**src/rtl/i2c_addr_match.sv**
```systemverilog
module i2c_addr_match #(
  parameter int ADDR_W = 7
) (
  input  logic              clk,
  input  logic              rst_n,
  input  logic              scl,
  input  logic              sda,
  input  logic [ADDR_W:0]   own_addr,
  input  logic              irq_clr,
  output logic              own_hit,
  output logic              gc_hit,
  output logic              rd_dir,
  output logic [1:0]        status,
  output logic              irq
);
  localparam int BYTE_W = ADDR_W + 1;
  localparam int CNT_W  = $clog2(BYTE_W);

  logic              scl_q, sda_q, armed;
  logic [CNT_W-1:0]  cnt;
  logic [ADDR_W-1:0] shr;

  wire scl_up  = scl & ~scl_q;
  wire start_c = scl & scl_q & sda_q & ~sda;
  wire stop_c  = scl & scl_q & ~sda_q & sda;
  wire last    = armed & scl_up & (cnt == CNT_W'(BYTE_W - 1));

  wire [ADDR_W:0] rx = {shr, sda};
  wire gc_m  = own_addr[0] & (rx == '0);
  wire own_m = ~gc_m & (rx[ADDR_W:1] == own_addr[ADDR_W:1]);

  always_ff @(posedge clk) begin
    if (!rst_n) begin
      scl_q <= 1'b1;
      sda_q <= 1'b1;
    end else begin
      scl_q <= scl;
      sda_q <= sda;
    end
  end

  always_ff @(posedge clk) begin
    if (!rst_n) begin
      armed   <= 1'b0;
      cnt     <= '0;
      shr     <= '0;
      own_hit <= 1'b0;
      gc_hit  <= 1'b0;
      rd_dir  <= 1'b0;
      status  <= 2'd0;
    end else if (start_c) begin
      armed   <= 1'b1;
      cnt     <= '0;
      own_hit <= 1'b0;
      gc_hit  <= 1'b0;
      rd_dir  <= 1'b0;
      status  <= 2'd0;
    end else if (stop_c) begin
      armed <= 1'b0;
    end else if (armed && scl_up) begin
      shr <= rx[ADDR_W-1:0];
      cnt <= cnt + 1'b1;
      if (last) begin
        armed   <= 1'b0;
        own_hit <= own_m;
        gc_hit  <= gc_m;
        rd_dir  <= rx[0];
        status  <= gc_m ? 2'd3 : own_m ? (rx[0] ? 2'd2 : 2'd1) : 2'd0;
      end
    end
  end

  always_ff @(posedge clk) begin
    if (!rst_n)                   irq <= 1'b0;
    else if (last && (gc_m || own_m)) irq <= 1'b1;
    else if (irq_clr)             irq <= 1'b0;
  end

  a_r10_one_hit: assert property (@(posedge clk) disable iff (!rst_n)
    $onehot0({own_hit, gc_hit}));
  a_r10_own_code: assert property (@(posedge clk) disable iff (!rst_n)
    own_hit |-> (status == 2'd1 || status == 2'd2));
  a_r10_gc_code: assert property (@(posedge clk) disable iff (!rst_n)
    gc_hit |-> status == 2'd3);
  a_r4_gc_enabled: assert property (@(posedge clk) disable iff (!rst_n)
    $rose(gc_hit) |-> $past(own_addr[0]));
  a_r7_irq_sticky: assert property (@(posedge clk) disable iff (!rst_n)
    (irq && !irq_clr) |=> irq);
  a_r7_irq_cause: assert property (@(posedge clk) disable iff (!rst_n)
    $rose(irq) |-> (own_hit || gc_hit));
  a_r8_stop_disarms: assert property (@(posedge clk) disable iff (!rst_n)
    stop_c |=> !armed);
endmodule

```
**config.mk**
```make
export PLATFORM = sky130hd
export DESIGN_NAME = i2c_addr_match
export DESIGN_NICKNAME = d
export VERILOG_FILES = /design/src/rtl/i2c_addr_match.sv
export SDC_FILE = /design/constraint.sdc
export NUM_CORES = 1
export LEC_CHECK = 0
export ABC_AREA = 0
export ABC_CLOCK_PERIOD_IN_PS = 2650
export BUFFER_PORTS_ARGS = -buffer_cell sky130_fd_sc_hd__buf_2
export CORE_MARGIN = 10
export CORE_UTILIZATION = 55
export DETAILED_ROUTE_END_ITERATION = 7
export GPL_TIMING_DRIVEN = 0
export PLACE_DENSITY = 0.8
export SKIP_LAST_GASP = 1
export SYNTH_ARGS = -nofsm -noshare
export SYNTH_HDL_FRONTEND = slang
export SYNTH_SLANG_ARGS = --single-unit
```
**constraint.sdc**
```tcl
create_clock -name clk -period 2.65 [get_ports clk]
set_clock_uncertainty 0.05 [all_clocks]
set_input_delay 0.6625 -clock clk [delete_from_list [all_inputs] [get_ports clk]]
set_output_delay 0.6625 -clock clk [all_outputs]
set_load 0.02 [all_outputs]
```
* Word-level counts from Yosys, hierarchy flattened
Cells that the tools add are included.
Widths: inputs -> output; s select.
** Word-level totals
- Flip-flop bits (word level) :: 19
- Word-level logic and storage cells :: 51
** Operators by class
- Add/subtract/negate cells :: 1
- Eq/ne operators :: 2
- Multiplexer cells :: 9
- Bitwise logic cells :: 17
- Reduce and logical (&&, ||, !) cells :: 12
** Operators with widths (count)
- $and 1x1->1 :: 10
- $logic_not 8->1 :: 1
- $eq 7x7->1 :: 1
- $not 1->1 :: 7
- $mux 1 :: 6
- $mux 2 :: 3
- $reduce_and 3->1 :: 2
- $reduce_bool 3->1 :: 2
- $reduce_and 2->1 :: 2
- $add 3x1->3 const B :: 1
- $eq 3x3->1 const B :: 1
- $logic_and 1x1->1 :: 2
- $reduce_bool 2->1 :: 1
- $reduce_or 2->1 :: 1
- $logic_or 1x1->1 :: 1

* Depth between registers and ports, before layout
Gate-level depths: netlist (run 1).
- Depth in word-level cells :: 8
- Mapped depth :: 6
- Mapped depth without buffers :: 6

* Worst setup path before layout (run 1)
No wires, ideal clock.
- Kind :: input port to flip-flop
- From :: input port sda
- To :: register status[0]
- Library setup time :: 0.116 ns
- Arrival time :: 1.448 ns
- Required time :: 2.484 ns
- Path slack :: 1.036 ns
- Cell stages on the path :: 4
- Path buffers :: 1
- Cells stage by stage :: buf_6 -> o31ai_4 -> nor2_2 -> a31o_1
** On the way
- Word-level cells in the longest chain between the ends :: 6
** Ends and longest elaborated chain
- from (decl) :: RTL line 7 : input logic sda,
- $logic_not 8->1 :: RTL line 29 : wire gc_m = own_addr[0] & (rx == '0);
- $and 1x1->1 :: RTL line 29
- $not 1->1 :: RTL line 30 : wire own_m = ~gc_m & (rx[ADDR_W:1] == own_addr[ADDR_W:1]);
- $and 1x1->1 :: RTL line 30
- $mux 2 (2 in series) :: RTL line 68 : status <= gc_m ? 2'd3 : own_m ? (rx[0] ? 2'd2 : 2'd1) : 2'd0;
- to (signal assigned) :: RTL line 68
- to (decl) :: RTL line 13 : output logic [1:0] status,
Parallel ways exist; a longest one is shown, timed or not.
A chain may end at the register's enable or synchronous reset.

* Worst setup path in the final report (run 1)
- From :: register cnt[0]
- To :: register status[0]
** On the way
- Word-level cells in the longest chain between the ends :: 3
** Ends and longest elaborated chain
- from (decl) :: RTL line 20 : logic [CNT_W-1:0] cnt;
- from (signal assigned) :: RTL line 62 : cnt <= cnt + 1'b1;
- $eq 3x3->1 :: RTL line 26 : wire last = armed & scl_up & (cnt == CNT_W'(BYTE_W - 1));
- $and 1x1->1 :: RTL line 26
- $reduce_and 3->1 (no line)
Every way passes these cells.

==> flow_metrics.tcl, run 1 <==
set metrics [dict create \
    status "finished, final reports clean" \
    syn_avg_cell_area_um2 10.0 \
    dp_slack_ps 895 \
    grt_pass1_wl_um 2950 \
    cp_num_buf_inv 0 \
    grt.total_usage_pct 10.4 \
    slew_violations 0 \
    ys.flop_type "dfxtp_1" \
    worstRegToRegCells 6 \
    seq_area_frac_synth_pct 42.3 \
    irDropWorstVdd_uv 389 \
    fmax_mhz 641 \
    hp-start "rd_dir" \
    finalPower_mw 0.483 \
    required_ps 2800 \
    cp_common_cell "ha_1" \
    period_minus_slack_ps 1560 \
    rows 14 \
    place.port_buffers 17 \
    pin_count 19 \
    setup-violations-final 0 \
    final_layout_size_suffix_gt1_share_pct 25.2 \
    grt_remaining_overflow 0 \
    async_reset_ff_share_pct 0 \
    critical-path-max-stage-delay_ps 340 \
    synth_edf_count 0 \
    cp_slowest_cell "dfxtp_1" \
    rsz0062_at_grt "false" \
    worst_setup_path_start_kind "register" \
    antenna_found_initial 0 \
    h-tree-depth 1 \
    crit_type "reg -> reg" \
    stdcell_count 127 \
    antenna_cells 0 \
    final_common_cell "dfxtp_1" \
    drv_cap 0 \
    clock_path_buffers 2 \
    synth_cells 90 \
    grt_pass1_vias 693 \
    cts_made_buffers 3 \
    clk_pin_slew_ps 110 \
    insertion_delay_ps 300 \
    die_area_mm2 0.00365 \
    fin_crit_sh_pct 58.9 \
    reg2reg_to "status[0]" \
    wire_per_inst_um 13.9 \
    ys_seq_elements 19 \
    drt_iter0_drc 8 \
    crit_fanout 4 \
    syn_to_final_growth_pct 14.6 \
    synth_top_area_share_pct 42.3 \
    r2r_start "cnt[0]" \
    p_per_area_mw_per_mm2 469 \
    cts_repair_resize_count 0 \
    dpl-instance-area_mm2 0.00100 \
    grt_max_degree 11 \
    drc_errors 0 \
    hp-class "reg -> reg" \
    fin_setup_tns_ps 0 \
    top_regs "shr x7, cnt x3, status x2" \
    min_to "rd_dir" \
    cts_hold_buf 0 \
    vias 691 \
    cts-root-buf "clkbuf_4" \
    largest_reg_flops 7 \
    post-synth-top-area-cell "dfxtp_1" \
    design.core.area_mm2 0.00152 \
    worst_slack_ps 1090 \
    drt-pass1-iter-count 4 \
    die_y_um 60.4 \
    stdcell_area_mm2 0.00103 \
    whs_path_depth 2 \
    p_leak_nw 0.486 \
    maxSlewHeadroom_pct 68.5 \
    final_cell_mix "dfxtp_1 (19), buf_2 (17), nor2b_1 (10)" \
    hpwl_um 1370 \
    cp.arrival_ps 1710 \
    dpl.cell_count 123 \
    start_util_pct 59.0 \
    place.gp.congestion 0.808 \
    synth.area.top_cells "dfxtp_1 (42%), mux2i_1 (10%), nor2b_1 (7.0%)" \
    synth_nets 105 \
    layout.nets 127 \
    worst_pin_slew_ps 473 \
    critPathTopFamily "adder cells" \
    crit_path_end_kind "register" \
    cts_tree "built" \
    cts_sinks 19 \
    antenna_left 0 \
    synth_warnings 0 \
    largest-register "shr" \
    synth_area_um2 900 \
    die-width_um 60.4 \
    totalWireLength_um 1760 \
    path_cells "ha_1, ha_1, and4b_1, nand4_1, a21oi_1, a31o_1" \
    hold_viol_final 0 \
    synth.distinct_cells 33 \
    vias_per_cell 5.44 \
    post-cts-setup-buffers 0 \
    rrSetupSlack_ps 1090 \
]
-- power breakdown --
group	total [mW]	switching, mW	internal [mW]	leakage (nW)
clock	0.148	0.0888	0.0587	0.0150
combinational	0.0437	0.0225	0.0212	0.317
sequential	0.292	0.00336	0.289	0.154
total	0.483	0.115	0.369	0.486
-- synth_stat cells, types with 2 or more instances --
| cell type | number |
|---|---|
| nor2b_1 | 10 |
| nor3_1 | 2 |
| xnor2_1 | 4 |
| nand2b_1 | 2 |
| nor2_1 | 3 |
| nand2_1 | 6 |
| xor2_1 | 4 |
| a21oi_1 | 4 |
| dfxtp_1 | 19 |
| mux2i_1 | 9 |
| nand4_1 | 2 |
| a31o_1 | 2 |
| ha_1 | 2 |
| nor2_2 | 2 |
-- worst max path at each step --
stage	start	end	cells after the start
final	cnt[0]	status[0]	6
after global routing	cnt[0]	own_hit	5
after CTS	cnt[0]	status[0]	6
after detailed placement	scl	own_hit	5
after global placement	scl	status[0]	5
after floorplan	sda	status[0]	4
-- routing by layer --
layer  routed length, um  global-route usage (%)
met2                 794                    17.2
met4                  34                    4.70
met5                   0                       0
met3                 116                    2.71
met1                 815                    12.3
-- worst min-delay path: stages, from the launching register on --
cell     delay (ps)
dfxtp_1         320
nand2_1          50
a21oi_1          50
-- metrics by stage --
step | hold WS, ps | utilization, %
3_5_place_dp | 396 | 65.9
4_1_cts | 411 | 67.7
3_3_place_gp | 391 | 65.9
2_1_floorplan | 418 | -
6_report | 406 | 67.7
5_1_grt | 444 | 67.7
-- layout make-up --
class                      count  area, um2
buffer                         3       22.5
clock buffer                   4       26.3
fill                         149        493
inverter                       2       7.51
multi-input combinational     66        489
sequential                    19        380
tap                           16       20.0
timing repair buffer          17       85.1
-- cell families (layout without fill, tap and decap cells) --
| logic type | Yosys count | in the layout | synth area share, % |
|---|---|---|---|
| simple gates | 34 | 34 | 22.1 |
| flops | 19 | 19 | 42.3 |
| compound gates | 13 | 13 | 11.7 |
| mux | 9 | 9 | 10.0 |
| xor+xnor | 8 | 8 | 7.79 |
| buf+inv | 5 | 26 | 3.34 |
| fa+ha+maj | 2 | 2 | 2.78 |
Power figures use the tool's default switching activity.
==> inputs of run 2 (changes only) <==
Settings changed: ABC_AREA 0 to 1, ABC_CLOCK_PERIOD_IN_PS 2650 to 1450, CORE_UTILIZATION 55 to 52, PLACE_DENSITY 0.8 to 0.76.
Clock period 2.65 ns to 1.45 ns, I/O delays scaled along.
==> flow_metrics.tcl, run 2 <==
set metrics [dict create \
    syn_avg_cell_area_um2 7.24 \
    min_to "irq" \
    grt_remaining_overflow 0 \
    dp_slack_ps -7.86 \
    grt_pass1_vias 804 \
    synth_edf_count 0 \
    vias_per_cell 4.82 \
    p_per_area_mw_per_mm2 802 \
    h-tree-depth 1 \
    final_cell_mix "nand2_1 (31), buf_2 (18), dfxtp_1 (18)" \
    cts_hold_buf 0 \
    drv_cap 0 \
    ys_top_cells_by_count "nand2_1 (32), dfxtp_1 (19), inv_1 (18), a21oi_1 (12), nor2_1 (10)" \
    final_common_cell "nand2_1" \
    die_area_mm2 0.00393 \
    status "finished, final reports clean" \
    design.core.area_mm2 0.00173 \
    cts-root-buf "clkbuf_4" \
    reg2reg_to "status[0]" \
    place.port_buffers 17 \
    async_reset_ff_share_pct 0 \
    grt_max_degree 11 \
    period_minus_slack_ps 1350 \
    crit_type "reg -> reg" \
    post-synth-top-area-cell "dfxtp_1" \
    insertion_delay_ps 290 \
    grt_pass1_wl_um 3290 \
    layout.nets 168 \
    p_leak_nw 0.552 \
    synth_nets 146 \
    worstRegToRegCells 8 \
    hold_viol_final 0 \
    drt_iter0_drc 14 \
    start_util_pct 54.9 \
    worst_slack_ps 104 \
    grt.total_usage_pct 9.85 \
    final_core_util_pct 64.0 \
    rrSetupSlack_ps 100 \
    ys.flop_type "dfxtp_1" \
    die-width_um 62.7 \
    worst_pin_slew_ps 379 \
    largest_reg_flops 7 \
    synth.distinct_cells 26 \
    place.gp.congestion 0.763 \
    final_layout_size_suffix_gt1_share_pct 29.6 \
    top_regs "shr x7, cnt x3, status x2" \
    antenna_found_initial 0 \
    post-cts-setup-buffers 0 \
    r2r_start "cnt[0]" \
    clk_pin_slew_ps 100 \
    crit_path_end_kind "register" \
    vias 853 \
    antenna_cells 0 \
    maxSlewHeadroom_pct 74.7 \
    syn_to_final_growth_pct 16.5 \
    wire_per_inst_um 10.7 \
    rsz0062_at_grt "true" \
    cts_tree "built" \
    crit_fanout 7 \
    required_ps 1630 \
    fillers 171 \
    largest-register "shr" \
    synth_cells 131 \
    cts_sinks 19 \
    whs_path_depth 4 \
    synth_warnings 0 \
    setup-violations-final 0 \
    irDropWorstVdd_uv 503 \
    pin_count 19 \
    fmax_mhz 743 \
    cts_made_buffers 3 \
    yosysMostFrequentCell "nand2_1" \
    seq_area_frac_synth_pct 40.1 \
    synth_top_area_share_pct 40.1 \
    fin_crit_sh_pct 92.9 \
    slew_violations 0 \
    hp-start "irq_clr" \
    worst_setup_path_start_kind "register" \
    drc_errors 0 \
    die_y_um 62.7 \
    fin_setup_tns_ps 0 \
    totalWireLength_um 1890 \
    ys_seq_elements 19 \
    hp-class "in -> reg" \
    antenna_left 0 \
    synth.area.top_cells "dfxtp_1 (40%), nand2_1 (13%), inv_1 (7.1%)" \
    synth_area_um2 948 \
    rows 15 \
    clock_path_buffers 2 \
    hpwl_um 1530 \
    drt-pass1-iter-count 4 \
    cp.arrival_ps 1520 \
    holdWs_ps 277 \
]
run 2: cell count changes after synthesis, sizes merged, moves of 2 or more:
cell,previous run,this run
nand2,7,34
nand2b,2,0
a31o,2,0
o21ai,1,9
xor2,4,0
a21oi,4,14
xnor2,4,1
nor2b,10,0
mux2i,9,0
nor2,5,16
nor4,2,0
inv,2,22
nand3,1,5
run 2: layer usage:
layer,routed length (um),part of all wire (%),global-route usage [%]
met4,21,1.1,3.35
met5,0,0,0
met2,910,48,16.3
met3,84,4.5,3.58
met1,869,46,11.4
run 2: cells by family (layout without fill, tap and decap cells):
family          Yosys count  in the layout  synth area share, %
simple gates             58             58                 31.0
compound gates           26             26                 15.3
buf+inv                  25             46                 10.0
flops                    19             19                 40.1
fa+ha+maj                 2              2                 2.64
xor+xnor                  1              1                0.924
run 2: worst max-delay path, cell delays in order (launching register included):
cell and delay (ps):
dfxtp_2 360, ha_2 170, ha_2 160, inv_2 50, nor2_8 120, clkinv_4 100
nor2_4 100, nand3_2 80, a21oi_2 110
run 2: power breakdown:
group	switching [mW]	total (mW)	internal (mW)	leakage, nW
logic	0.0528	0.0885	0.0357	0.383
registers	0.00671	0.537	0.530	0.154
clock network	0.154	0.261	0.107	0.0150
run 2: layout make-up:
class / count / area [um2] / share of cell area, %
Timing Repair Buffer: 17 / 85.1 / 7.70
Buffer: 2 / 8.76 / 0.793
Inverter: 23 / 91.3 / 8.27
Sequential cell: 19 / 382 / 34.5
Tap cell: 25 / 31.3 / 2.83
Multi-Input combinational cell: 87 / 480 / 43.5
Clock buffer: 4 / 26.3 / 2.38
run 2: per-stage QoR:
| stage | area [um2] | cells | power, mW |
|---|---|---|---|
| 2_1_floorplan | 948 | 131 | 0.605 |
| 3_3_place_gp | 1060 | 173 | 0.634 |
| 3_5_place_dp | 1060 | 173 | 0.638 |
| 4_1_cts | 1090 | 177 | 0.893 |
| 5_1_grt | 1100 | 177 | 0.932 |
| 6_report | 1100 | 177 | 0.886 |
run 2: how the worst max path moves through the flow:
stage / slack (ps) / from / cells after the start / to
detailed placement: -8 / cnt[0] / 9 / status[0]
finish: 100 / cnt[0] / 8 / status[0]
global placement: 30 / cnt[0] / 9 / status[0]
CTS: 20 / cnt[0] / 9 / status[0]
floorplan: 90 / cnt[0] / 9 / status[0]
global route: -10 / cnt[0] / 8 / status[0]
run 2: timing repair:
action,in CTS,in global routing
setup endpoints to repair,1,2
resized for setup,1,7
pin swaps,0,3
==> inputs of run 3 (changes only) <==
Settings changed: PLACE_DENSITY 0.76 to unset, PLACE_DENSITY_LB_ADDON set to 0.05.
==> flow_metrics.tcl, run 3 (synthesized netlist as in run 2, its figures left out) <==
set metrics [dict create \
    worst_setup_path_start_kind "register" \
    combPwrFrac_pct 9.9 \
    antenna_left 0 \
    cts_made_buffers 3 \
    multiInputGateArea_um2 475 \
    wire_per_inst_um 10.6 \
    totalWireLength_um 1880 \
    antenna_cells 0 \
    largest-register "shr" \
    hpwl_um 1500 \
    final_common_cell "nand2_1" \
    grt_pass1_wl_um 3390 \
    crit_path_end_kind "register" \
    finalPower_mw 0.895 \
    drc_errors 0 \
    design.core.area_mm2 0.00173 \
    crit_fanout 7 \
    intPower_mw 0.669 \
    top_regs "shr x7, cnt x3, status x2" \
    drt-pass1-iter-count 4 \
    grt_pass1_vias 840 \
    maxSlewHeadroom_pct 74.7 \
    fin_crit_sh_pct 92.7 \
    vias_per_cell 4.74 \
    syn_to_final_growth_pct 16.1 \
    fin_setup_tns_ps 0 \
    vias 839 \
    grt.total_usage_pct 10.2 \
    drt_iter0_drc 20 \
    p_seq_share_pct 59.9 \
    antenna_found_initial 0 \
    worst_pin_slew_ps 379 \
    place.port_buffers 17 \
    worst_slack_ps 105 \
    die_y_um 62.7 \
    largest_reg_flops 7 \
    switching_share_pct 25.3 \
    hp-class "in -> reg" \
    period_minus_slack_ps 1340 \
    required_ps 1640 \
    rows 15 \
    post-cts-setup-buffers 0 \
    hold_viol_final 0 \
    fmax_mhz 744 \
    cp.arrival_ps 1540 \
    layout.nets 168 \
    p_per_area_mw_per_mm2 813 \
    rsz0062_at_grt "true" \
    h-tree-depth 1 \
    die_area_mm2 0.00393 \
    clk_pin_slew_ps 110 \
    cts_tree "built" \
    irDropWorstVdd_uv 517 \
    place.gp.congestion 0.805 \
    cts-root-buf "clkbuf_4" \
    drv_cap 0 \
    grt_max_degree 12 \
    insertion_delay_ps 300 \
    regArea_um2 382 \
    clkPwrFrac_pct 30.2 \
    grt_remaining_overflow 0 \
    final_layout_size_suffix_gt1_share_pct 28.3 \
    crit_type "reg -> reg" \
    p_switching_mw 0.227 \
    cts_sinks 19 \
    final_cell_mix "nand2_1 (31), buf_2 (18), dfxtp_1 (18)" \
    dp_slack_ps -4.10 \
    final_core_util_pct 63.8 \
    fillers 184 \
    p_leak_nw 0.562 \
    setup-violations-final 0 \
    start_util_pct 54.9 \
    die-width_um 62.7 \
    status "finished, final reports clean" \
    slew_violations 0 \
    clock_path_buffers 2 \
    pin_count 19 \
]
## run 3: critical path, stage by stage, from the launching register on
cell,delay (ps)
dfxtp_2,340
ha_1,200
ha_1,190
inv_2,90
nor2_8,50
inv_6,80
nand2_1,50
nand2_1,50
clkinv_1,70
a21oi_2,120
## run 3: path summary, 6_finish.rpt
| check | cells after the start | slack (ps) | start | end |
|---|---|---|---|---|
| worst max-delay path | 9 | 110 | cnt[0] | status[0] |
| worst min-delay path | 4 | 260 | irq_clr | irq |
| worst max register to register | 9 | 110 | cnt[0] | status[0] |
| worst min register to register | 2 | 410 | gc_hit | gc_hit |
## run 3: repair_timing
item / 4_1_cts / 5_1_grt
pin swaps: 0 / 1
hold endpoints to repair: 0 / 0
endpoints found under the setup margin: 1 / 2
gates resized for setup: 1 / 4
hold buffers: 0 / 0
## run 3: layer usage
layer,up-vias,routed length (um),global-route usage (%)
met1,359,835,11.3
met3,5,118,3.05
met2,23,885,17.2
met5,-,0,0
met4,0,41,5.03
li1,452,-,-
## run 3: final cells by class
class / instances / area share (%)
Tap cell: 25 / 2.84
Inverter: 23 / 8.30
Sequential cell: 19 / 34.7
Timing Repair Buffer: 17 / 7.73
Clock buffer: 3 / 2.05
Multi-Input combinational cell: 87 / 43.2
Clock inverter: 1 / 0.455
Buffer: 2 / 0.795
## run 3: power by group through the flow
stage / Sequential, mW / Combinational (mW) / Clock [mW]
2_1_floorplan: 0.547 / 0.0579 / 0
3_3_place_gp: 0.548 / 0.0857 / 0
3_5_place_dp: 0.549 / 0.0885 / 0
4_1_cts: 0.537 / 0.0888 / 0.287
5_1_grt: 0.539 / 0.101 / 0.307
6_report: 0.537 / 0.0884 / 0.270
## run 3: per-stage QoR
step	cells	area, um2	hold WS (ps)
after CTS	177	1090	250
after global routing	177	1100	269
after detailed placement	173	1060	399
after global placement	173	1060	397
after floorplan	131	948	398
final	177	1100	261
